<file path="src/rtl/dvma_pkg.sv">
// Package: shared constants, register selects, FSM states and the
// result type for the DVMA translator. Assumes 8 KB pages only.
package dvma_pkg;
    localparam int VA_W      = 32;
    localparam int PA_W      = 41;
    localparam int PG_SHIFT  = 13;
    localparam int ENT_W     = 64;
    localparam int CODE_W    = 3;
    localparam int WIN_SHIFT0 = 23;
    localparam int PPN_W     = PA_W - PG_SHIFT;
    localparam int PAGE_W    = VA_W - PG_SHIFT;

    // Entry bit positions decoded from memory
    localparam int E_VALID  = 63;
    localparam int E_STREAM = 60;
    localparam int E_CACHE  = 4;
    localparam int E_WRITE  = 1;

    typedef enum logic [1:0] {
        SEL_CTRL  = 2'd0,
        SEL_BASE  = 2'd1,
        SEL_FLUSH = 2'd2
    } reg_sel_e;

    typedef enum logic [2:0] {
        ST_IDLE, ST_CHECK, ST_FETCH, ST_WAIT, ST_RESP
    } state_e;

    typedef struct packed {
        logic [PPN_W-1:0] ppn;
        logic             wr_ok;
        logic             cache;
        logic             stream;
    } ent_fields_t;

    typedef struct packed {
        logic [PA_W-1:0] paddr;
        logic            cacheable;
        logic            streamable;
        logic            fault;
    } xlate_rsp_t;

    // Builds a response from entry fields; faults zero all other fields.
    function automatic xlate_rsp_t make_rsp(ent_fields_t f, logic vld,
                                            logic [PG_SHIFT-1:0] ofs,
                                            logic wr);
        xlate_rsp_t r;
        r = '0;
        if (!vld || (wr && !f.wr_ok)) begin
            r.fault = 1'b1;
        end else begin
            r.paddr      = {f.ppn, ofs};
            r.cacheable  = f.cache;
            r.streamable = f.stream;
        end
        return r;
    endfunction
endpackage

</file>
<file path="src/rtl/dvma_cfg_regs.sv">
// Configuration registers: control (enable, size code) and table base,
// plus decode of flush writes. Assumes writes take effect next cycle;
// flush and invalidate strobes are combinational from the write port.
module dvma_cfg_regs
    import dvma_pkg::*;
#(
    parameter int P_VA_W = VA_W,
    parameter int P_PA_W = PA_W
) (
    input  logic                         clk,
    input  logic                         rst_n,
    input  logic                         reg_we,
    input  logic [1:0]                   reg_sel,
    input  logic [63:0]                  reg_wdata,
    output logic                         en,
    output logic [CODE_W-1:0]            code,
    output logic [P_PA_W-1:0]            tbase,
    output logic                         flush_we,
    output logic [P_VA_W-PG_SHIFT-1:0]   flush_page,
    output logic                         cfg_changed
);
    logic unused_wdata;

    // Register update on writes to control or base
    always_ff @(posedge clk) begin
        if (!rst_n) begin
            en    <= 1'b0;
            code  <= '0;
            tbase <= '0;
        end else if (reg_we) begin
            case (reg_sel_e'(reg_sel))
                SEL_CTRL: begin
                    en   <= reg_wdata[0];
                    code <= reg_wdata[18:16];
                end
                SEL_BASE: tbase <= reg_wdata[P_PA_W-1:0];
                default: ;
            endcase
        end
    end

    // Strobe decode for flush and configuration change
    always_comb begin
        flush_we    = reg_we && (reg_sel == SEL_FLUSH);
        flush_page  = reg_wdata[P_VA_W-1:PG_SHIFT];
        cfg_changed = reg_we && ((reg_sel == SEL_CTRL) || (reg_sel == SEL_BASE));
    end

    assign unused_wdata = ^{reg_wdata[63:P_PA_W], reg_wdata[PG_SHIFT-1:1]};
endmodule

</file>
<file path="src/rtl/dvma_window.sv">
// Window decode: derives the window base from the size code, flags
// addresses below it and forms the entry fetch address. Pure logic.
module dvma_window
    import dvma_pkg::*;
#(
    parameter int P_VA_W = VA_W,
    parameter int P_PA_W = PA_W
) (
    input  logic [CODE_W-1:0]  code,
    input  logic [P_VA_W-1:0]  addr,
    input  logic [P_PA_W-1:0]  tbase,
    output logic               below,
    output logic [P_PA_W-1:0]  fetch_addr
);
    localparam logic [P_VA_W-1:0] ONES = '1;
    localparam int IDX_W = P_VA_W - PG_SHIFT;

    logic [P_VA_W-1:0] base;
    logic [P_VA_W-1:0] offset;
    logic [IDX_W-1:0]  index;
    logic              unused_ofs;

    // Base, range test, index and entry address
    always_comb begin
        base       = ONES << (WIN_SHIFT0 + int'(code));
        below      = addr < base;
        offset     = addr - base;
        index      = offset[P_VA_W-1:PG_SHIFT];
        fetch_addr = tbase + P_PA_W'({index, 3'b000});
    end

    assign unused_ofs = ^offset[PG_SHIFT-1:0];
endmodule

</file>
<file path="src/rtl/dvma_entry_cache.sv">
// Single-entry translation cache keyed by device page. Holds only valid
// entries. A flush naming the page being filled in the same cycle wins;
// a flush naming the looked-up page masks the hit in that cycle.
module dvma_entry_cache
    import dvma_pkg::*;
#(
    parameter int P_PAGE_W = PAGE_W
) (
    input  logic                 clk,
    input  logic                 rst_n,
    input  logic                 inval_all,
    input  logic                 flush_we,
    input  logic [P_PAGE_W-1:0]  flush_page,
    input  logic                 fill_en,
    input  logic [P_PAGE_W-1:0]  fill_page,
    input  ent_fields_t          fill_fields,
    input  logic [P_PAGE_W-1:0]  look_page,
    output logic                 hit,
    output ent_fields_t          hit_fields
);
    logic                vld_q;
    logic [P_PAGE_W-1:0] key_q;
    ent_fields_t         ent_q;

    // Fill, flush and global invalidate of the cached entry
    always_ff @(posedge clk) begin
        if (!rst_n || inval_all) begin
            vld_q <= 1'b0;
            key_q <= '0;
            ent_q <= '0;
        end else if (fill_en) begin
            key_q <= fill_page;
            ent_q <= fill_fields;
            vld_q <= !(flush_we && (flush_page == fill_page));
        end else if (flush_we && (flush_page == key_q)) begin
            vld_q <= 1'b0;
        end
    end

    // Lookup against the current key
    always_comb begin
        hit        = vld_q && (key_q == look_page) &&
                     !(flush_we && (flush_page == look_page));
        hit_fields = ent_q;
    end
endmodule

</file>
<file path="src/rtl/dvma_xlate.sv">
// Top: DVMA translator. Accepts one request, checks enable and window,
// consults the cache, fetches one table entry on a miss and returns
// the physical address or a fault. Assumes memory returns each read's
// data in a later cycle than the read handshake.
module dvma_xlate
    import dvma_pkg::*;
#(
    parameter int P_VA_W = VA_W,
    parameter int P_PA_W = PA_W
) (
    input  logic               clk,
    input  logic               rst_n,
    input  logic               reg_we,
    input  logic [1:0]         reg_sel,
    input  logic [63:0]        reg_wdata,
    input  logic               req_valid,
    output logic               req_ready,
    input  logic [P_VA_W-1:0]  req_addr,
    input  logic               req_write,
    output logic               mem_rd_valid,
    input  logic               mem_rd_ready,
    output logic [P_PA_W-1:0]  mem_rd_addr,
    input  logic               mem_rsp_valid,
    input  logic [ENT_W-1:0]   mem_rsp_data,
    output logic               rsp_valid,
    input  logic               rsp_ready,
    output logic [P_PA_W-1:0]  rsp_paddr,
    output logic               rsp_cacheable,
    output logic               rsp_streamable,
    output logic               rsp_fault
);
    localparam int LPAGE_W = P_VA_W - PG_SHIFT;

    state_e              st_q;
    logic [P_VA_W-1:0]   addr_q;
    logic                wr_q;
    xlate_rsp_t          rsp_q;

    logic                en;
    logic [CODE_W-1:0]   code;
    logic [P_PA_W-1:0]   tbase;
    logic                flush_we;
    logic [LPAGE_W-1:0]  flush_page;
    logic                cfg_changed;
    logic                below;
    logic [P_PA_W-1:0]   fetch_addr;
    logic                hit;
    ent_fields_t         hit_fields;
    ent_fields_t         mem_fields;
    logic                fill_en;
    logic                unused_rsp;

    dvma_cfg_regs #(.P_VA_W(P_VA_W), .P_PA_W(P_PA_W)) u_cfg (
        .clk(clk), .rst_n(rst_n), .reg_we(reg_we), .reg_sel(reg_sel),
        .reg_wdata(reg_wdata), .en(en), .code(code), .tbase(tbase),
        .flush_we(flush_we), .flush_page(flush_page),
        .cfg_changed(cfg_changed)
    );

    dvma_window #(.P_VA_W(P_VA_W), .P_PA_W(P_PA_W)) u_win (
        .code(code), .addr(addr_q), .tbase(tbase),
        .below(below), .fetch_addr(fetch_addr)
    );

    dvma_entry_cache #(.P_PAGE_W(LPAGE_W)) u_cache (
        .clk(clk), .rst_n(rst_n), .inval_all(cfg_changed),
        .flush_we(flush_we), .flush_page(flush_page),
        .fill_en(fill_en), .fill_page(addr_q[P_VA_W-1:PG_SHIFT]),
        .fill_fields(mem_fields), .look_page(addr_q[P_VA_W-1:PG_SHIFT]),
        .hit(hit), .hit_fields(hit_fields)
    );

    // Decode of fetched entry and fill strobe
    always_comb begin
        mem_fields.ppn    = mem_rsp_data[P_PA_W-1:PG_SHIFT];
        mem_fields.wr_ok  = mem_rsp_data[E_WRITE];
        mem_fields.cache  = mem_rsp_data[E_CACHE];
        mem_fields.stream = mem_rsp_data[E_STREAM];
        fill_en = (st_q == ST_WAIT) && mem_rsp_valid && mem_rsp_data[E_VALID];
    end

    // Request sequencing: accept, check, fetch, wait, respond
    always_ff @(posedge clk) begin
        if (!rst_n) begin
            st_q   <= ST_IDLE;
            addr_q <= '0;
            wr_q   <= 1'b0;
            rsp_q  <= '0;
        end else begin
            case (st_q)
                ST_IDLE: if (req_valid) begin
                    addr_q <= req_addr;
                    wr_q   <= req_write;
                    st_q   <= ST_CHECK;
                end
                ST_CHECK: begin
                    if (!en || below) begin
                        rsp_q       <= '0;
                        rsp_q.fault <= 1'b1;
                        st_q        <= ST_RESP;
                    end else if (hit) begin
                        rsp_q <= make_rsp(hit_fields, 1'b1,
                                          addr_q[PG_SHIFT-1:0], wr_q);
                        st_q  <= ST_RESP;
                    end else begin
                        st_q  <= ST_FETCH;
                    end
                end
                ST_FETCH: if (mem_rd_ready) st_q <= ST_WAIT;
                ST_WAIT: if (mem_rsp_valid) begin
                    rsp_q <= make_rsp(mem_fields, mem_rsp_data[E_VALID],
                                      addr_q[PG_SHIFT-1:0], wr_q);
                    st_q  <= ST_RESP;
                end
                ST_RESP: if (rsp_ready) st_q <= ST_IDLE;
                default: st_q <= ST_IDLE;
            endcase
        end
    end

    // Port drive from state and result register
    always_comb begin
        req_ready      = (st_q == ST_IDLE);
        mem_rd_valid   = (st_q == ST_FETCH);
        mem_rd_addr    = fetch_addr;
        rsp_valid      = (st_q == ST_RESP);
        rsp_paddr      = rsp_q.paddr;
        rsp_cacheable  = rsp_q.cacheable;
        rsp_streamable = rsp_q.streamable;
        rsp_fault      = rsp_q.fault;
    end

    assign unused_rsp = ^{mem_rsp_data[62:61], mem_rsp_data[59:P_PA_W],
                          mem_rsp_data[PG_SHIFT-1:5], mem_rsp_data[3:2],
                          mem_rsp_data[0]};
endmodule

</file>
<file path="config.mk">
export PLATFORM = sky130hd
export DESIGN_NAME = dvma_xlate
export DESIGN_NICKNAME = d
export VERILOG_FILES = /design/src/rtl/dvma_pkg.sv /design/src/rtl/dvma_cfg_regs.sv /design/src/rtl/dvma_window.sv /design/src/rtl/dvma_entry_cache.sv /design/src/rtl/dvma_xlate.sv
export SDC_FILE = /design/constraint.sdc
export NUM_CORES = 1
export LEC_CHECK = 0
export BUFFER_PORTS_ARGS = -buffer_cell sky130_fd_sc_hd__buf_4
export CORE_MARGIN = 2
export CORE_UTILIZATION = 53
export CTS_CLUSTER_DIAMETER = 100
export DETAILED_ROUTE_END_ITERATION = 16
export PLACE_DENSITY_LB_ADDON = 0.15
export SLEW_MARGIN = 30
export SYNTH_ARGS = -nofsm -noshare
export SYNTH_HDL_FRONTEND = slang
export SYNTH_SLANG_ARGS = --single-unit
</file>
<file path="constraint.sdc">
create_clock -name clk -period 6.74 [get_ports clk]
set_input_delay 1.011 -clock clk [delete_from_list [all_inputs] [get_ports clk]]
set_output_delay 1.011 -clock clk [all_outputs]
set_load 0.05 [all_outputs]
</file>
==> reports/metrics.cfg <==
[final_layout]
layout.cells.most_common_list = 348 x nand2_1, 211 x buf_4, 176 x dfxtp_1, 76 x a21boi_0, 74 x a21oi_1
antenna_cells = 0
final_common_cell = nand2_1
synthToLayoutAreaGrowth_pct = 23.3
seq_area_um2 = 3520
layout.nets = 1565
nFillCells = 1588
multi_input_area_um2 = 5810
layout-drive-gt1-share = 0.194

[floorplanning]
io_pins = 258
fp-row-count = 49
die_area_um2 = 19300
die_h_um = 139
coreArea_um2 = 17900
start_util = 0.539
dieWidth_um = 139

[clocking]
clk_latency_ps = 430
clk_pin_slew_ps = 70
root_buffer = clkbuf_16
clockBufferDepth = 2
holdBufCountCts = 0
cts_sinks = 176
cts_tree = yes
cts_buffers = 17
htree_levels = 4

[grt]
grt_max_degree = 107
grt_use_met3 = 0.0656
grt_pass1_wl_mm = 41.1
grt_use_total = 0.259
use_met1 = 0.337
overflow = 0
antenna_found_initial = 0
grt_pass1_vias = 8244
grt_busiest_layer = met2
grtUsageMet2 = 0.422

[worst_hold_path]
hp-class = reg -> reg
hold_depth = 2
whs_endpoint = u_cache.hit_fields[23]
hp-start = u_cache.hit_fields[23]

[sta]
tns_ps = 0
slew_viol_final = 0
rsz0062_at_grt = false
hold_viol = 0
final.setup.worst_slack_ps = 274
fmax_ghz = 0.155
finalCriticalPeriod_ps = 6470
worst_pin_slew_ps = 898
fin_crit_sh = 0.959
slew_headroom = 0.400
skew_ps = 14.2
setup_viol_count_final = 0

[setup_path]
slowest_delay_ps = 560
critPathTopFamily = compound AO/OA/AOI/OAI gates
crit_type = reg -> out
worstPathCellList = inv_1 > ha_1 > inv_1 > ha_1 > nor2_2 > nand2_1 > ha_1 > o211ai_1 > nand2_1 > o41a_1 > o31a_1 > o31a_1 > nor3b_1 > or4_4 > ha_4 > nand3_1 > a211oi_4 > buf_4 > o21ai_0 > xnor2_1 > buf_4
r2r_end = rsp_paddr[27]
r2r_slack_ps = 2620
worstSetupStartpointType = flip-flop
worstPathMaxFanout = 5
rr_startpoint = u_cfg.code[0]
worst_r2r_path_depth = 15
critPathArrivalTime_ps = 5450
required_ps = 5730
crit_buf_inv = 4
end_kind = output port
cp_slowest_cell = or4_4
cp_common_cell = ha_1

[yosys]
synthFlopType = dfxtp_1
ys_ff_latch = 176
syn_nets = 1412
syn_area_um2 = 9640
ys_seq_area_frac = 0.365
synth_cells = 1206
synthArstFlopShare = 0
syn_avg_cell_area_um2 = 8.00
synth_cell_types = 52
yosysWarnings = 0
synth-edff-count = 0

[flow_run]
maxCapViolCount = 0

[drt]
vias = 8883
wl_per_cell_um = 16.0
dr.pass1.iters = 5
first_iter_violations = 477
routed_wl_mm = 25.6
drcViolationCount = 0
drtAntennaViolNets = 0
vias_per_cell = 5.55

[outcome]
status = complete, no violations

[power]
power.density_nw_per_um2 = 255
ir_drop_v = 0.000224
p_leak_nw = 4.75

[placed_design]
io_buffers = 202
gp_routability_congestion = 0.892
dp_slack_ps = 219
hpwl_mm = 17.6

==> synth_stat cells, types with 2 or more instances <==
library cell  number  area (um^2)
nor3_1            13         65.1
a21boi_0          76          571
o21bai_1           6         45.0
clkbuf_1          66          248
a21o_1             9         67.6
nand2b_1           6         37.5
o21a_1             7         52.6
nor2b_1            8         50.1
o31ai_1            3         22.5
nor4_1             8         50.1
xor2_1            46          403
inv_1             15         56.3
and3_1             6         37.5
o31a_1             2         17.5
nand2_1          350         1310
nor3b_1            4         30.0
buf_4              9         67.6
buf_6              2         22.5
o21ai_0           27          135
and2_1             3         18.8
a211oi_1           7         52.6
nand4_1           13         81.3
a2111oi_0          3         26.3
a32o_1            29          290
xnor2_1           54          473
o211ai_1           2         15.0
a21oi_1           77          385
nand3_1           11         55.1
or2_2              3         18.8
o22a_1             4         35.0
nor2_1            39          146
dfxtp_1          176         3520
nand3b_1          13         97.6
or2b_1             2         15.0
a31oi_1            6         37.5
o2111ai_1          2         17.5
and4_1             2         17.5
ha_1              35          438
mux2i_1           49          490
==> final cells by class <==
type	instances	area share
Timing Repair Buffer	213	0.136
Clock buffer	19	0.0381
Multi-Input combinational cell	936	0.489
Tap cell	229	0.0241
Clock inverter	13	0.0114
Sequential cell	176	0.296
Inverter	15	0.00473
==> kinds of logic after synthesis <==
family / Yosys count / share of synthesized area
AO/OA/AOI/OAI: 265 / 0.189
XOR/XNOR: 100 / 0.0908
adder cells (fa/ha/maj): 36 / 0.0475
buffers and inverters: 94 / 0.0418
flip-flops: 176 / 0.365
multiplexers: 49 / 0.0509
AND/OR/NAND/NOR: 486 / 0.215
==> power by group <==
group	internal (mW)	switching, mW	total, mW	leakage, nW
Sequential	1.08	0.0656	1.15	1.43
Combinational	0.344	0.561	0.906	3.04
Clock	0.514	0.468	0.982	0.287
Total	1.94	1.10	3.04	4.75
==> worst max-delay path by stage <==
stage               slack [ps]     startpoint              end  cells after the start
floorplan                  430  u_cfg.code[2]  mem_rd_addr[33]                     18
global placement           350  u_cfg.code[0]  mem_rd_addr[33]                     21
detailed placement         220  u_cfg.code[0]  mem_rd_addr[33]                     21
CTS                         40  u_cfg.code[0]  mem_rd_addr[33]                     21
global route                 4  u_cfg.code[1]  mem_rd_addr[35]                     21
finish                     270  u_cfg.code[0]  mem_rd_addr[35]                     21
==> routing by layer <==
layer,vias to the layer above,part of all wire
met2,251,0.46
li1,4426,-
met3,35,0.069
met5,-,0
met1,4171,0.45
met4,0,0.020
==> repair_timing <==
item,in CTS,in global routing
gates resized for setup,2,7
setup buffers,0,1
endpoints found under the setup margin,6,7
pin swaps,0,3
==> metrics by stage <==
step           hold WS, ps  utilization  power, mW  cells  area, um^2
3_3_place_gp           442        0.626       2.05   1567       11200
3_5_place_dp           447        0.628       2.07   1568       11200
2_1_floorplan          436            -       1.80   1206        9640
6_report               456        0.664       3.04   1601       11900
5_1_grt                472        0.664       3.17   1601       11900
4_1_cts                457        0.661       3.05   1600       11800
==> sequential cells by signal, summed over array words and instances (netlist names) <==
name / flops
rsp_cacheable: 1
u_cache.hit_fields: 31
rsp_paddr: 41
rsp_streamable: 1
rsp_fault: 1
u_cache.vld_q: 1
wr_q: 1
u_cfg.en: 1
u_cfg.code: 3
u_cache.key_q: 19
addr_q: 32
st_q: 3
u_cfg.tbase: 41
==> worst register-to-register path, stage by stage (launching register included) <==
cell and delay [ps]:
dfxtp_1 370, inv_1 70, ha_1 220, inv_1 60, ha_1 250, inv_1 120
a21oi_1 80, ha_1 340, a21o_1 220, a2111oi_0 580, o21a_1 300, nor2_1 70
a31oi_1 200, nor2b_4 510, buf_4 420, mux2i_1 250
(Power assumes the default switching activity.)
